## src/rtl/rfe_pkg.sv

```systemverilog
package rfe_pkg;

    typedef enum logic [2:0] {
        ST_IDLE   = 3'd0,
        ST_ACTIVE = 3'd1,
        ST_WRITE  = 3'd2,
        ST_READ   = 3'd3,
        ST_DONE   = 3'd4
    } rfe_state_e;

endpackage

```

## src/rtl/rfe_wait_timer.sv

```systemverilog
module rfe_wait_timer #(
    parameter int LIMIT = 16
) (
    input  logic clk,
    input  logic rst,
    input  logic run,
    output logic expired
);
    localparam int CW = $clog2(LIMIT + 1);
    localparam logic [CW-1:0] LAST = CW'(LIMIT - 1);

    logic [CW-1:0] cnt_d, cnt_q;

    // Counter runs only while a strobe is out, and restarts from zero otherwise.
    always_comb begin
        cnt_d = cnt_q;
        if (!run) begin
            cnt_d = '0;
        end else if (cnt_q != LAST) begin
            cnt_d = cnt_q + CW'(1);
        end
    end

    always_ff @(posedge clk) begin
        if (rst) begin
            cnt_q <= '0;
        end else begin
            cnt_q <= cnt_d;
        end
    end

    assign expired = run && (cnt_q == LAST);

endmodule

```

## src/rtl/rfe_hold_reg.sv

```systemverilog
module rfe_hold_reg #(
    parameter int W = 8
) (
    input  logic         clk,
    input  logic         rst,
    input  logic         load,
    input  logic         clear,
    input  logic [W-1:0] d,
    output logic [W-1:0] q
);
    logic [W-1:0] val_d, val_q;

    always_comb begin
        val_d = val_q;
        if (load) begin
            val_d = d;
        end else if (clear) begin
            val_d = '0;
        end
    end

    always_ff @(posedge clk) begin
        if (rst) begin
            val_q <= '0;
        end else begin
            val_q <= val_d;
        end
    end

    assign q = val_q;

endmodule

```

## src/rtl/rfe_front.sv

```systemverilog
module rfe_front #(
    parameter int ADDR_W         = 8,
    parameter int DATA_W         = 32,
    parameter int TIMEOUT_CYCLES = 16
) (
    input  logic              clk,
    input  logic              rst,
    input  logic              bus_cyc,
    input  logic              bus_stb,
    input  logic              bus_we,
    input  logic [ADDR_W-1:0] bus_adr,
    input  logic [DATA_W-1:0] bus_wdat,
    output logic [DATA_W-1:0] bus_rdat,
    output logic              bus_ack,
    output logic              bus_stall,
    output logic [ADDR_W-1:0] reg_addr,
    output logic [DATA_W-1:0] reg_wdata,
    output logic              reg_wr,
    output logic              reg_rd,
    input  logic              reg_wr_done,
    input  logic              reg_rd_valid,
    input  logic [DATA_W-1:0] reg_rdata
);
    import rfe_pkg::*;

    typedef struct packed {
        rfe_state_e state;
        logic       is_write;
    } ctl_t;

    ctl_t ctl_d, ctl_q;

    logic accept;
    logic waiting;
    logic timed_out;
    logic rd_capture;
    logic rd_zero;

    assign accept  = (ctl_q.state == ST_IDLE) && bus_cyc && bus_stb;
    assign waiting = (ctl_q.state == ST_WRITE) || (ctl_q.state == ST_READ);

    // Next-state logic: each wait state listens only to its own answer.
    always_comb begin
        ctl_d = ctl_q;
        unique case (ctl_q.state)
            ST_IDLE: begin
                if (accept) begin
                    ctl_d.state    = ST_ACTIVE;
                    ctl_d.is_write = bus_we;
                end
            end
            ST_ACTIVE: begin
                if (!bus_cyc) begin
                    ctl_d.state = ST_IDLE;
                end else if (ctl_q.is_write) begin
                    ctl_d.state = ST_WRITE;
                end else begin
                    ctl_d.state = ST_READ;
                end
            end
            ST_WRITE: begin
                if (!bus_cyc) begin
                    ctl_d.state = ST_IDLE;
                end else if (reg_wr_done || timed_out) begin
                    ctl_d.state = ST_DONE;
                end
            end
            ST_READ: begin
                if (!bus_cyc) begin
                    ctl_d.state = ST_IDLE;
                end else if (reg_rd_valid || timed_out) begin
                    ctl_d.state = ST_DONE;
                end
            end
            ST_DONE: begin
                if (!bus_cyc) begin
                    ctl_d.state = ST_IDLE;
                end
            end
            default: ctl_d.state = ST_IDLE;
        endcase
    end

    always_ff @(posedge clk) begin
        if (rst) begin
            ctl_q <= '{state: ST_IDLE, is_write: 1'b0};
        end else begin
            ctl_q <= ctl_d;
        end
    end

    rfe_wait_timer #(
        .LIMIT (TIMEOUT_CYCLES)
    ) u_timer (
        .clk     (clk),
        .rst     (rst),
        .run     (waiting),
        .expired (timed_out)
    );

    rfe_hold_reg #(
        .W (ADDR_W)
    ) u_addr_hold (
        .clk   (clk),
        .rst   (rst),
        .load  (accept),
        .clear (1'b0),
        .d     (bus_adr),
        .q     (reg_addr)
    );

    rfe_hold_reg #(
        .W (DATA_W)
    ) u_wdat_hold (
        .clk   (clk),
        .rst   (rst),
        .load  (accept),
        .clear (1'b0),
        .d     (bus_wdat),
        .q     (reg_wdata)
    );

    // A valid read loads the returned word; a timed-out read loads zero.
    assign rd_capture = (ctl_q.state == ST_READ) && bus_cyc && reg_rd_valid;
    assign rd_zero    = (ctl_q.state == ST_READ) && bus_cyc && timed_out;

    rfe_hold_reg #(
        .W (DATA_W)
    ) u_rdat_hold (
        .clk   (clk),
        .rst   (rst),
        .load  (rd_capture),
        .clear (rd_zero),
        .d     (reg_rdata),
        .q     (bus_rdat)
    );

    assign bus_stall = (ctl_q.state != ST_IDLE);
    assign bus_ack   = (ctl_q.state == ST_DONE);
    assign reg_wr    = (ctl_q.state == ST_WRITE);
    assign reg_rd    = (ctl_q.state == ST_READ);

endmodule

```

## config.mk

```make
export PLATFORM = sky130hd
export DESIGN_NAME = rfe_front
export DESIGN_NICKNAME = d
export VERILOG_FILES = /design/src/rtl/rfe_pkg.sv /design/src/rtl/rfe_wait_timer.sv /design/src/rtl/rfe_hold_reg.sv /design/src/rtl/rfe_front.sv
export SDC_FILE = /design/constraint.sdc
export NUM_CORES = 1
export LEC_CHECK = 0
export BUFFER_PORTS_ARGS = -buffer_cell sky130_fd_sc_hd__buf_4
export CORE_MARGIN = 2
export CORE_UTILIZATION = 49
export CTS_CLUSTER_DIAMETER = 200
export DETAILED_ROUTE_END_ITERATION = 6
export HOLD_SLACK_MARGIN = 0.06
export PLACE_DENSITY = 0.81
export SYNTH_ARGS = -nofsm -noshare
export SYNTH_HDL_FRONTEND = slang
export SYNTH_SLANG_ARGS = --single-unit
```

## constraint.sdc

```tcl
create_clock -name clk -period 3.8 [get_ports clk]
set_input_delay 0.76 -clock clk [delete_from_list [all_inputs] [get_ports clk]]
set_output_delay 0.76 -clock clk [all_outputs]
set_load 0.02 [all_outputs]
```

==> flow_metrics.env <==
export IMPL_avgRoutedWirePerCell_um=13.63
export IMPL_dp_final_hpwl_um=5640
export IMPL_die_height_um=85.20
export IMPL_total_number_of_placement_rows=29
export IMPL_io_pins=155
export IMPL_place_gp_congestion=0.8011
export IMPL_clkTransAtPathRegs_ns=0.08
export IMPL_worst_path_largest_cell_delay_ns=0.69
export IMPL_max_clock_path_buffers=2
export IMPL_critical_path_max_fanout=22
export IMPL_setup_violations_final=0
export IMPL_critical_path_slowest_cell="sky130_fd_sc_hd__o21ai_4"
export IMPL_tightestPinTransition_ns=0.7903
export IMPL_grt_overflow=0
export IMPL_power_leakage_uw=0.001919
export IMPL_antenna_diode_count=0
export IMPL_min_period_over_period=0.6119
export IMPL_timing_setup_tns_ns=0
export IMPL_cts_tree="done"
export IMPL_worst_ep_arrival_time_ns=2.60
export IMPL_track_usage=0.2124
export IMPL_cp_common_cell="sky130_fd_sc_hd__ha_1"
export IMPL_antenna_violating_nets_post_route=0
export IMPL_cts_root_buffer="sky130_fd_sc_hd__clkbuf_8"
export IMPL_numCtsBuffers=9
export IMPL_fp_dieW_um=85.20
export IMPL_grt_first_pass_wirelength_um=12430
export IMPL_finClkSkew_ns=0.009427
export IMPL_insertion_delay_ns=0.34
export IMPL_synth_cells=342
export IMPL_drt_iter0_drc=59
export IMPL_min_delay_path_class="flip-flop to flip-flop"
export IMPL_worst_setup_path_end_kind="flip-flop"
export IMPL_yosys_warnings=0
export IMPL_share_of_synthesized_area_occupied_by_flip_flops_and_latches=0.5019
export IMPL_synth_fp_nets=423
export IMPL_powerDensity_nw_per_um2=372.6
export IMPL_clock_sinks=81
export IMPL_initial_core_util=0.5088
export IMPL_timing_rr_start="u_timer.cnt_q[0]"
export IMPL_min_period_ns=2.325
export IMPL_number_of_maximum_capacitance_constraint_violations=0
export IMPL_min_from="u_wdat_hold.q[6]"
export IMPL_drv_slew=0
export IMPL_final_cell_mix="sky130_fd_sc_hd__buf_4 (158), sky130_fd_sc_hd__nand2_1 (83), sky130_fd_sc_hd__dfxtp_1 (81), sky130_fd_sc_hd__a21oi_1 (43)"
export IMPL_start_kind="flip-flop"
export IMPL_vdd_ir_drop_worst_uv=256.1
export IMPL_syn_area_per_cell_um2=9.446
export IMPL_holdBufCountCts=0
export IMPL_layout_drive_gt1_share=0.4847
export IMPL_timing_worst_setup_path_type="flip-flop to flip-flop"
export IMPL_firstDrtPassIters=4
export IMPL_postCtsResizedCells=0
export IMPL_coreArea_um2=6350
export IMPL_total_power_uw=1685
export IMPL_critPathLaunch="u_timer.cnt_q[0]"
export IMPL_port_buffers=154
export IMPL_drt_vias_per_instance=5.012
export IMPL_clock_fmax_ghz=0.4301
export IMPL_initial_antenna_violation_count=0
export IMPL_netlist_area_um2=3231
export IMPL_postCtsSetupBuffers=0
export IMPL_cts_htree_levels=3
export IMPL_ys_seq_elements=81
export IMPL_distinct_cell_type_count_after_synthesis=34
export IMPL_area_growth_syn_to_layout_pct=40.01
export IMPL_slew_headroom=0.4711
export IMPL_layout_cells_most_common="sky130_fd_sc_hd__buf_4"
export IMPL_routed_via_count=2837
export IMPL_crit_path_cell_trace="ha_1 > and3_1 > ha_1 > o21ai_4 > buf_4 > a22oi_2 > nor2_2"
export IMPL_finalHoldViolations=0
export IMPL_outcome="completed"
export IMPL_grt_start_max_net_pins=44
export IMPL_crit_required_ns=4.08
export IMPL_rsz0062_at_grt="false"
export IMPL_first_global_vias=2677
export IMPL_drt_drc_violations_left=0
export IMPL_die_area_um2=7258
export IMPL_postRouteWirelength_um=7716
export IMPL_layout_nets=565
[per-stage QoR]
step	hold slack (ns)	setup slack (ns)	cell area [um^2]	instances	util
6_report	0.4558	1.475	4523	566	0.7123
5_1_grt	0.4770	1.327	4523	566	0.7123
4_1_cts	0.4585	1.459	4523	566	0.7123
3_5_place_dp	0.4471	1.465	4327	550	0.6814
3_3_place_gp	0.4424	1.565	4327	550	0.6814
2_1_floorplan	0.4360	1.910	3231	342	-
[synth_stat cells, drive strengths merged]
master | count | area share
a21oi | 43 | 0.067
a221oi | 1 | 0.0046
a22oi | 32 | 0.12
a32oi | 1 | 0.0027
and2 | 2 | 0.0046
and3 | 3 | 0.0058
and4b | 1 | 0.0043
buf | 14 | 0.046
clkbuf | 13 | 0.015
dfxtp | 81 | 0.50
ha | 2 | 0.0077
inv | 4 | 0.0046
mux2i | 3 | 0.0093
nand2 | 83 | 0.096
nand2b | 2 | 0.0039
nand3 | 2 | 0.0031
nand4b | 1 | 0.0027
nor2 | 40 | 0.070
nor2b | 3 | 0.0058
nor3 | 2 | 0.0031
o21ai | 2 | 0.0031
o22ai | 1 | 0.0019
or3 | 1 | 0.0019
or3b | 1 | 0.0027
or4b | 1 | 0.0031
xnor2 | 1 | 0.0027
xor2 | 2 | 0.0054
[path summary, 6_finish.rpt]
check,to,slack (ns),cells past startpoint
min,u_wdat_hold.q[6],0.46,2
min reg2reg,u_wdat_hold.q[6],0.46,2
max,u_rdat_hold.q[2],1.47,7
max reg2reg,u_rdat_hold.q[2],1.47,7
[worst max-delay path, delay by kind of cell (launching register included)]
kind                       cells  cell delay (ns)
AOI/OAI and AO/OA              2             0.77
DFF                            1             0.33
adders and majority gates      2             0.52
buffers and inverters          1             0.35
and+or+nand+nor                2             0.28
[cell families after synthesis]
kind of cell | after synthesis | share of synthesized area
simple gates | 142 | 0.2072
flops | 81 | 0.5019
compound gates | 80 | 0.1998
buf+inv | 31 | 0.06584
xor+xnor | 3 | 0.008135
mux | 3 | 0.009295
fa+ha+maj | 2 | 0.007745
[power breakdown]
| group | leakage [uW] | switching (uW) | internal [uW] | total, uW |
|---|---|---|---|---|
| combinational | 0.00117 | 95.7 | 95.0 | 191 |
| sequential | 0.000657 | 11.3 | 869 | 881 |
| clock | 0.0000953 | 294 | 320 | 614 |
| total | 0.00192 | 402 | 1280 | 1690 |
[final cells by class]
type,instances,area [um^2]
fillers,518,1827
flip-flops and latches,81,1622
multi-input cells,230,1408
repair buffers,158,1186
clock buffers,11,141.4
well taps,77,96.34
clock inverters,5,55.05
inverters,4,15.01
[registers in the layout, indices dropped and copies added, names as in the netlist]
signal         flops
u_rdat_hold.q     32
u_wdat_hold.q     32
u_addr_hold.q      8
u_timer.cnt_q      5
ctl_q              4
[layer usage]
layer,wire length [um],track usage,up-vias
li1,-,-,1430
met1,3170,0.2647,1283
met2,3668,0.3374,115
met3,788,0.07588,9
met4,89,0.08225,0
met5,0,0,-
(Power assumes the default switching activity.)
